`config.mk`:
```
export PLATFORM = sky130hd
export DESIGN_NAME = msr_update_unit
export DESIGN_NICKNAME = d
export VERILOG_FILES = /design/src/rtl/msr_pkg.sv /design/src/rtl/msr_ctrl.sv /design/src/rtl/msr_dpath.sv /design/src/rtl/msr_update_unit.sv
export SDC_FILE = /design/constraint.sdc
export NUM_CORES = 1
export LEC_CHECK = 0
export BUFFER_PORTS_ARGS = -buffer_cell sky130_fd_sc_hd__buf_4
export CORE_MARGIN = 3
export CORE_UTILIZATION = 41
export DETAILED_ROUTE_END_ITERATION = 12
export GPL_ROUTABILITY_DRIVEN = 1
export PLACE_DENSITY = 0.76
export REMOVE_ABC_BUFFERS = 1
export SLEW_MARGIN = 20
export SYNTH_ARGS = -nofsm -noshare
export SYNTH_HDL_FRONTEND = slang
export SYNTH_SLANG_ARGS = --single-unit
```
`constraint.sdc`:
```
create_clock -name clk -period 1.5 [get_ports clk]
set_input_delay 0.075 -clock clk [delete_from_list [all_inputs] [get_ports clk]]
set_output_delay 0.075 -clock clk [all_outputs]
set_load 0.01 [all_outputs]
```
`src/rtl/msr_pkg.sv`:
```
package msr_pkg;
  localparam int XLEN = 64;

  typedef enum logic [1:0] {
    OP_IDLE     = 2'b00,
    OP_MT_WORD  = 2'b01,
    OP_MT_DWORD = 2'b10,
    OP_MF       = 2'b11
  } msrOp_e;

  typedef struct packed {
    logic mergeWord;
    logic mergeDword;
    logic mergePair;
  } msrStrobe_t;

  // convert MSB-first architectural index to vector index
  function automatic int hwIdx(input int msbIdx);
    return XLEN - 1 - msbIdx;
  endfunction
endpackage

```
`src/rtl/msr_ctrl.sv`:
```
module msr_ctrl
  import msr_pkg::*;
(
  input  logic       wrEn,
  input  logic [1:0] opSel,
  input  logic       lFlag,
  output msrStrobe_t strb
);
  msrOp_e opCode;

  assign opCode = msrOp_e'(opSel);

  always_comb begin
    strb = '0;
    if (wrEn) begin
      unique case (opCode)
        OP_MT_WORD: begin
          strb.mergePair = lFlag;
          strb.mergeWord = !lFlag;
        end
        OP_MT_DWORD: begin
          strb.mergePair  = lFlag;
          strb.mergeDword = !lFlag;
        end
        default: strb = '0;
      endcase
    end
  end
endmodule

```
`src/rtl/msr_dpath.sv`:
```
module msr_dpath
  import msr_pkg::*;
#(
  parameter logic [XLEN-1:0] RESET_VAL = '0
) (
  input  logic            clk,
  input  logic            rst,
  input  msrStrobe_t      strb,
  input  logic [XLEN-1:0] srcVal,
  output logic [XLEN-1:0] msrQ
);
  localparam int H3  = hwIdx(3);
  localparam int H41 = hwIdx(41);
  localparam int H48 = hwIdx(48);
  localparam int H49 = hwIdx(49);
  localparam int H51 = hwIdx(51);
  localparam int H58 = hwIdx(58);
  localparam int H59 = hwIdx(59);
  localparam int H62 = hwIdx(62);
  localparam int H63 = hwIdx(63);

  function automatic logic [XLEN-1:0] copyMask(input logic upperToo);
    logic [XLEN-1:0] m;
    m = '0;
    for (int k = 0; k < XLEN; k++) begin
      if ((k >= 32 && k <= 40) || (k >= 42 && k <= 47) || (k >= 49 && k <= 50) ||
          (k >= 52 && k <= 57) || (k >= 60 && k <= 62))
        m[hwIdx(k)] = 1'b1;
      if (upperToo && ((k >= 0 && k <= 2) || (k >= 4 && k <= 31)))
        m[hwIdx(k)] = 1'b1;
    end
    return m;
  endfunction

  localparam logic [XLEN-1:0] WORD_MASK  = copyMask(1'b0);
  localparam logic [XLEN-1:0] DWORD_MASK = copyMask(1'b1);
  localparam logic [XLEN-1:0] PAIR_MASK  = (XLEN'(1) << H48) | (XLEN'(1) << H62);

  logic            guardOn;
  logic            fullMerge;
  logic [XLEN-1:0] selMask;
  logic [XLEN-1:0] nextVal;

  assign guardOn   = msrQ[H41] & msrQ[H3] & ~srcVal[H49];
  assign fullMerge = strb.mergeWord | strb.mergeDword;
  assign selMask   = strb.mergeDword ? DWORD_MASK : WORD_MASK;

  always_comb begin
    nextVal = msrQ;
    if (strb.mergePair) begin
      nextVal = (msrQ & ~PAIR_MASK) | (srcVal & PAIR_MASK);
    end else if (fullMerge) begin
      nextVal      = (msrQ & ~selMask) | (srcVal & selMask);
      nextVal[H48] = srcVal[H48] | srcVal[H49];
      nextVal[H58] = (srcVal[H58] | srcVal[H49]) & ~guardOn;
      nextVal[H59] = (srcVal[H59] | srcVal[H49]) & ~guardOn;
    end
  end

  always_ff @(posedge clk) begin
    if (rst) msrQ <= RESET_VAL;
    else     msrQ <= nextVal;
  end


  reset_load_chk: assert property (@(posedge clk) rst |=> msrQ == RESET_VAL);


  or_merge_chk: assert property (@(posedge clk) disable iff (rst)
    fullMerge |=> msrQ[H48] == ($past(srcVal[H48]) | $past(srcVal[H49])));


  guard_clear_chk: assert property (@(posedge clk) disable iff (rst)
    (fullMerge && msrQ[H3] && msrQ[H41] && !srcVal[H49]) |=> (!msrQ[H58] && !msrQ[H59]));


  fixed_bits_chk: assert property (@(posedge clk) disable iff (rst)
    !rst |=> ($stable(msrQ[H3]) && $stable(msrQ[H41]) && $stable(msrQ[H51]) && $stable(msrQ[H63])));


  pair_only_chk: assert property (@(posedge clk) disable iff (rst)
    strb.mergePair |=> ((msrQ ^ $past(msrQ)) & ~PAIR_MASK) == '0);


  hold_chk: assert property (@(posedge clk) disable iff (rst)
    (strb == '0) |=> $stable(msrQ));
endmodule

```
`src/rtl/msr_update_unit.sv`:
```
module msr_update_unit
  import msr_pkg::*;
#(
  parameter logic [63:0] RESET_VAL = '0
) (
  input  logic        clk,
  input  logic        rst,
  input  logic        wrEn,
  input  logic [1:0]  opSel,
  input  logic        lFlag,
  input  logic [63:0] srcVal,
  output logic [63:0] msrOut
);
  msrStrobe_t strb;

  msr_ctrl ctrl_i (
    .wrEn  (wrEn),
    .opSel (opSel),
    .lFlag (lFlag),
    .strb  (strb)
  );

  msr_dpath #(.RESET_VAL(RESET_VAL)) dpath_i (
    .clk    (clk),
    .rst    (rst),
    .strb   (strb),
    .srcVal (srcVal),
    .msrQ   (msrOut)
  );
endmodule

```
==> summary.txt, run 1 <==
Status: finished clean
Grt ovf: 0
Clock transition at path regs: 0.07 ns
Post-CTS Setup Bufs: 0
Share of the synthesized area in the top cell type: 52.20%
Largest net degree at the start of global routing: 49
Min cycle time layout: 1.003 ns
M1 wire length: 2.618 mm
Area leader, netlist: dfxtp_1
CP startpoint: opSel[0]
Total chip power: 3536 uW
Vias: 2446
Cells after Synth: 284
Final Hold Fails: 0
Post-Route Utilization: 70.56%
Detailed Place HPWL: 4.400 mm
RSZ-0062 raised after global routing: no
Residual DRC: 0
CTS H-tree lvls: 3
Max reg flops: 60
Total power per unit cell area: 950.8 nW/um^2
Netlist cell types: 27
Worst Path Class, Setup: in -> reg
CORE AREA: 5270 sq um
Layout Cells excl Fill: 501
Starting DRT DRC Count: 128
Worst min path class: in -> reg
CP max stage cell: mux2_4
Hold buffer count at cts: 23
Synth warn: 0
Placer Congestion: 0.7461
Layout area overhead: 61.61%
Antenna Nets Post-Route: 0
Worst flop-to-flop path endpoint: dpath_i.msrQ[15]
Biggest register: dpath_i.msrQ
Req. time, crit path: 1.70 ns
Gr usage total: 19.98%
Final Net Count: 497
Via density: 4.882
Met2 routed WL: 3.694 mm
Top Registers: dpath_i.msrQ: 60 flops
DRT Wirelength: 6.830 mm
Area of the multi-input gates: 960.9 sq um
CTS tree: built
Crit-path max FO: 4
Leak: 0.001598 uW
Crit path cell chain: buf_4 > inv_1 > ha_1 > or2_1 > o211a_4 > mux2_4
Vias in the first global route: 2154
First-pass GRT wire length: 10.14 mm
PortBufs: 125
Starting density of the core: 43.66%
Die ar.: 6547 sq um
Final period util: 66.85%
Critical R2R Launch: dpath_i.msrQ[15]
Synth Cell Area: 2301 sq um
Clock root buffer: clkbuf_8
Critical path's largest stage delay: 0.29 ns
CTS Sinks: 60
Max IR drop VDD: 0.6220 mV
Mean routed wirelength per cell: 13.63 um
Top sig layer: met4
Final Setup Violations: 0
Crit end category: register
Clock skew: 0 ns
R2R Setup Slk: 0.70 ns
Final Max Slew Viols: 0
Initial antenna violation count: 0
Critical Path AT: 1.20 ns
Max clock buf depth: 2
Seq cells post-synth: 60
Die H: 80.92 um
Fin Hold WS: 0.01565 ns
Crit path capture: dpath_i.msrQ[15]
Startpoint types: input pin
Clk Latency, worst-skew pair: 0.31 ns
I/O pins: 134
Register area share after synthesis: 52.20%
Largest cells by area after synthesis: dfxtp_1 52%, a21oi_1 13%, nand2_1 10%
FMAX: 997.3 MHz
Inst Count DP: 460
WL met3: 327 um
Fillers: 440
Total CTS buffers: 9
DR pass1 iterations: 4
Register area: 1201 sq um
Cell row count: 26
Resized cells post-CTS: 0
Max_cap viols: 0
Die W: 80.92 um
Share of layout cells above drive strength 1: 35.12%
Mapped Avg Cell Area: 8.102 sq um
R2R depth: 2
[power by group]
| part | switching (uW) | leakage (uW) | internal, uW |
|---|---|---|---|
| clock | 620 | 0.0000992 | 761 |
| combinational | 219 | 0.00101 | 274 |
| sequential | 22.7 | 0.000487 | 1640 |
| total | 861 | 0.00160 | 2670 |
[worst max-delay path: cells and delay by family]
| family | cells | cell delay [ns] |
|---|---|---|
| multiplexers | 1 | 0.29 |
| adder cells (fa/ha/maj) | 1 | 0.22 |
| buffers and inverters | 2 | 0.12 |
| AO/OA/AOI/OAI | 1 | 0.25 |
| AND/OR/NAND/NOR | 1 | 0.26 |
[cell type report]
class | instances | area share, %
timing repair buffer | 156 | 34.12
sequential | 60 | 32.30
multi-input combinational | 196 | 25.84
clock buffer | 9 | 3.331
tap | 70 | 2.355
clock inverter | 7 | 1.783
inverter | 2 | 0.2019
antenna | 1 | 0.06729
[through the flow]
step | TNS, ns | cell area (sq um) | setup slack [ns]
final | 0 | 3719 | 0.4973
after global routing | 0 | 3716 | 0.4759
after CTS | 0 | 3706 | 0.5153
after detailed placement | 0 | 3286 | 0.1737
after global placement | 0 | 3286 | 0.1881
after floorplan | -0.02042 | 2167 | -0.02042
[synthesized netlist by cell type, drive strengths merged]
cell type / n
inv: 2
nor2b: 2
nand2: 63
nand3: 25
nand2b: 3
ha: 2
nor4bb: 1
dfxtp: 60
buf: 16
o21ai: 25
o211a: 1
nor3: 3
mux2: 1
nand3b: 1
conb: 1
or2: 1
nor2: 2
and3b: 1
a21oi: 58
nor4: 2
mux2i: 1
clkbuf: 13
[cell families after synthesis]
kind of cell             share of synthesized area (%)
multiplexers                                     1.087
other                                           0.1630
flip-flops                                       52.20
buffers and inverters                            6.634
AO/OA/AOI/OAI                                    18.81
AND/OR/NAND/NOR                                  20.01
adder cells (fa/ha/maj)                          1.087
[worst min-delay path by stage]
stage          startpoint  depth (start not counted)  slack [ns]          endpoint
2_1_floorplan         rst                          1        0.14  dpath_i.msrQ[10]
3_3_place_gp   srcVal[45]                          3        0.32  dpath_i.msrQ[45]
3_5_place_dp   srcVal[55]                          3        0.33  dpath_i.msrQ[55]
4_1_cts        srcVal[47]                          3      0.0002  dpath_i.msrQ[47]
5_1_grt         srcVal[6]                          3       0.003   dpath_i.msrQ[6]
6_report       srcVal[19]                          3        0.02  dpath_i.msrQ[19]
[routing by layer]
metal	track usage, %	vias up
li1	-	1234
met1	23.68	1122
met2	34.15	74
met3	3.104	16
met4	11.49	0
met5	0	-
[placed cells by master (no fill, tap or decap), types with 2 or more instances in the layout]
| master | n |
|---|---|
| a21oi_1 | 58 |
| buf_12 | 3 |
| buf_4 | 129 |
| clkbuf_8 | 9 |
| clkinv_2 | 4 |
| conb_1 | 4 |
| dfxtp_1 | 60 |
| dlygate4sd3_1 | 24 |
| ha_1 | 2 |
| inv_1 | 2 |
| nand2_1 | 63 |
| nand2b_1 | 3 |
| nand3_1 | 25 |
| nor2_1 | 2 |
| nor3_1 | 3 |
| nor4_1 | 2 |
| o21ai_0 | 22 |
| o21ai_1 | 3 |
(Power assumes the default switching activity.)
==> run 2, diff against run 1 <==
Clock period 1.5 ns to 1 ns, I/O delays scaled along.
==> run 2 against run 1 <==
  * Utilization increased by 6.7 points
  * Final area grew 9.6%
  * Largest power group unchanged
  * Clock skew unchanged
  * Register-to-register slack lost 0.52 ns
  * First-iteration DRC count is 26% higher
  * Die area unchanged
  * Sequential cell count did not move
  * Combinational power rose by 76%
  * Routed wire length rose by 13%
  * Critical path depth did not move
==> summary.txt, run 2 (synthesis results as in run 1) <==
Crit end category: register (unchanged)
Mean routed wirelength per cell: 14.56 um (was 13.63 um)
CTS H-tree lvls: 3 (unchanged)
CP max stage cell: mux2_4 (unchanged)
Cell row count: 26 (unchanged)
Resized cells post-CTS: 0 (unchanged)
Req. time, crit path: 1.20 ns (was 1.70 ns)
Max clock buf depth: 2 (unchanged)
Busiest grt layer: met2 (unchanged)
Vias in the first global route: 2519 (was 2154)
Starting density of the core: 43.66% (unchanged)
Detailed Place HPWL: 4.562 mm (was 4.400 mm)
Met1 usage: 25.29% (was 23.68%)
CTS tree: built (unchanged)
Met2 Track Usage GR: 42.94% (was 34.15%)
Final Hold Fails: 0 (unchanged)
Fin Hold WS: 0.009506 ns (was 0.01565 ns)
Top Registers: dpath_i.msrQ: 60 flops (unchanged)
Leak: 0.001748 uW (was 0.001598 uW)
Biggest register: dpath_i.msrQ (unchanged)
Crit-path max FO: 2 (was 4)
Final Setup Violations: 0 (unchanged)
First-pass GRT wire length: 11.79 mm (was 10.14 mm)
Worst min path class: in -> reg (unchanged)
RSZ-0062 raised after global routing: no (unchanged)
CORE AREA: 5270 sq um (unchanged)
Total CTS buffers: 9 (unchanged)
Layout area overhead: 77.05% (was 61.61%)
Min cycle time layout: 0.9436 ns
Final Max Slew Viols: 0 (unchanged)
Critical path's largest stage delay: 0.29 ns (about the same)
Area of the multi-input gates: 960.9 sq um (unchanged)
CTS Sinks: 60 (unchanged)
Layout Cells excl Fill: 532 (was 501)
Starting DRT DRC Count: 161 (was 128)
Gr usage total: 23.72% (was 19.98%)
FMAX: 1060 MHz
Startpoint types: input pin (unchanged)
Inst Count DP: 463 (was 460)
Die H: 80.92 um (unchanged)
Status: finished clean (unchanged)
Most common cell after layout, fill and taps aside: buf_4 (unchanged)
DR pass1 iterations: 4 (unchanged)
Residual DRC: 0 (unchanged)
Vias: 2624 (was 2446)
Max reg flops: 60 (unchanged)
Antenna Nets Post-Route: 0 (unchanged)
Max IR drop VDD: 1.078 mV (was 0.6220 mV)
Die W: 80.92 um (unchanged)
Register area: 1201 sq um (unchanged)
Placer Congestion: 0.7766 (was 0.7461)
Critical Path AT: 1.15 ns (was 1.20 ns)
Number of diodes: 0 (was 1)
Final Net Count: 531 (was 497)
Leading cell types in the layout, fill and taps excluded: 130 x buf_4, 63 x nand2_1, 60 x dfxtp_1 (was 129 x buf_4, 63 x nand2_1, 60 x dfxtp_1)
DRT Wirelength: 7.744 mm (was 6.830 mm)
Final period util: 94.36%
Grt ovf: 0 (unchanged)
I/O pins: 134 (unchanged)
Clock transition at path regs: 0.06 ns (was 0.07 ns)
Share of layout cells above drive strength 1: 32.68% (was 35.12%)
Max_cap viols: 0 (unchanged)
Total power per unit cell area: 1344 nW/um^2 (was 950.8 nW/um^2)
Worst Path Class, Setup: in -> reg (unchanged)
Via density: 4.932 (was 4.882)
Largest net degree at the start of global routing: 44 (was 49)
Clock skew: 0 ns (unchanged)
Initial antenna violation count: 0 (unchanged)
Fillers: 366 (was 440)
M3 GR Usage: 3.769% (was 3.104%)
Clock root buffer: clkbuf_8 (unchanged)
PortBufs: 125 (unchanged)
Die ar.: 6547 sq um (unchanged)
Clk Latency, worst-skew pair: 0.32 ns (was 0.31 ns)
Crit path cell chain: buf_4 > inv_1 > ha_1 > or2_1 > o211a_4 > mux2_4 (unchanged)
[run 2: cell type report]
| type | count | share of cell area [%] |
|---|---|---|
| repair buffers | 190 | 39.93 |
| flip-flops and latches | 60 | 29.48 |
| multi-input cells | 196 | 23.59 |
| clock buffers | 12 | 3.808 |
| well taps | 70 | 2.150 |
| clock inverters | 2 | 0.8600 |
| inverters | 2 | 0.1843 |
[run 2: timing repair]
| action | in CTS | in global routing |
|---|---|---|
| hold buffers | 55 | 0 |
| setup endpoints to repair | 0 | 0 |
| buffers inserted | 0 | 0 |
| endpoints found under the hold margin | 55 | 0 |
[run 2: where the power goes]
group / total, uW / switching (uW) / leakage [uW] / internal [uW]
clock network: 2110 / 852 / 0.0000983 / 1260
registers: 2500 / 36.2 / 0.000487 / 2460
logic: 869 / 362 / 0.00116 / 507
total: 5470 / 1250 / 0.00175 / 4220
[run 2: worst max-delay path, delay by kind of cell]
kind | cells | cell delay [ns]
mux | 1 | 0.29
simple gates | 1 | 0.25
compound gates | 1 | 0.24
fa+ha+maj | 1 | 0.19
buf+inv | 2 | 0.13
[run 2: path summary, 6_finish.rpt]
| path | from | slack [ns] | cells after the start | to |
|---|---|---|---|---|
| setup reg to reg | dpath_i.msrQ[15] | 0.18 | 2 | dpath_i.msrQ[15] |
| hold / removal | srcVal[13] | 0.01 | 3 | dpath_i.msrQ[13] |
| hold reg to reg | dpath_i.msrQ[40] | 0.45 | 2 | dpath_i.msrQ[40] |
| setup / recovery | opSel[0] | 0.06 | 6 | dpath_i.msrQ[15] |
[run 2: stage by stage]
stage	setup slack, ns	setup TNS, ns	util, %	power, uW	cell area [sq um]
6_report	0.05643	0	77.30	5475	4074
5_1_grt	0.03618	0	77.30	5686	4074
4_1_cts	0.07200	0	77.30	5506	4074
3_5_place_dp	-0.2649	-8.970	63.25	3230	3333
3_3_place_gp	-0.2487	-8.094	63.25	3220	3333
2_1_floorplan	-0.4954	-16.89	-	2764	2167
[run 2: metal layers]
metal / vias to the layer above / wire (um) / share of wire [%]
li1: 1299 / - / -
met1: 1192 / 2881 / 37
met2: 101 / 4141 / 53
met3: 32 / 328 / 4.2
met4: 0 / 393 / 5.1
met5: - / 0 / 0
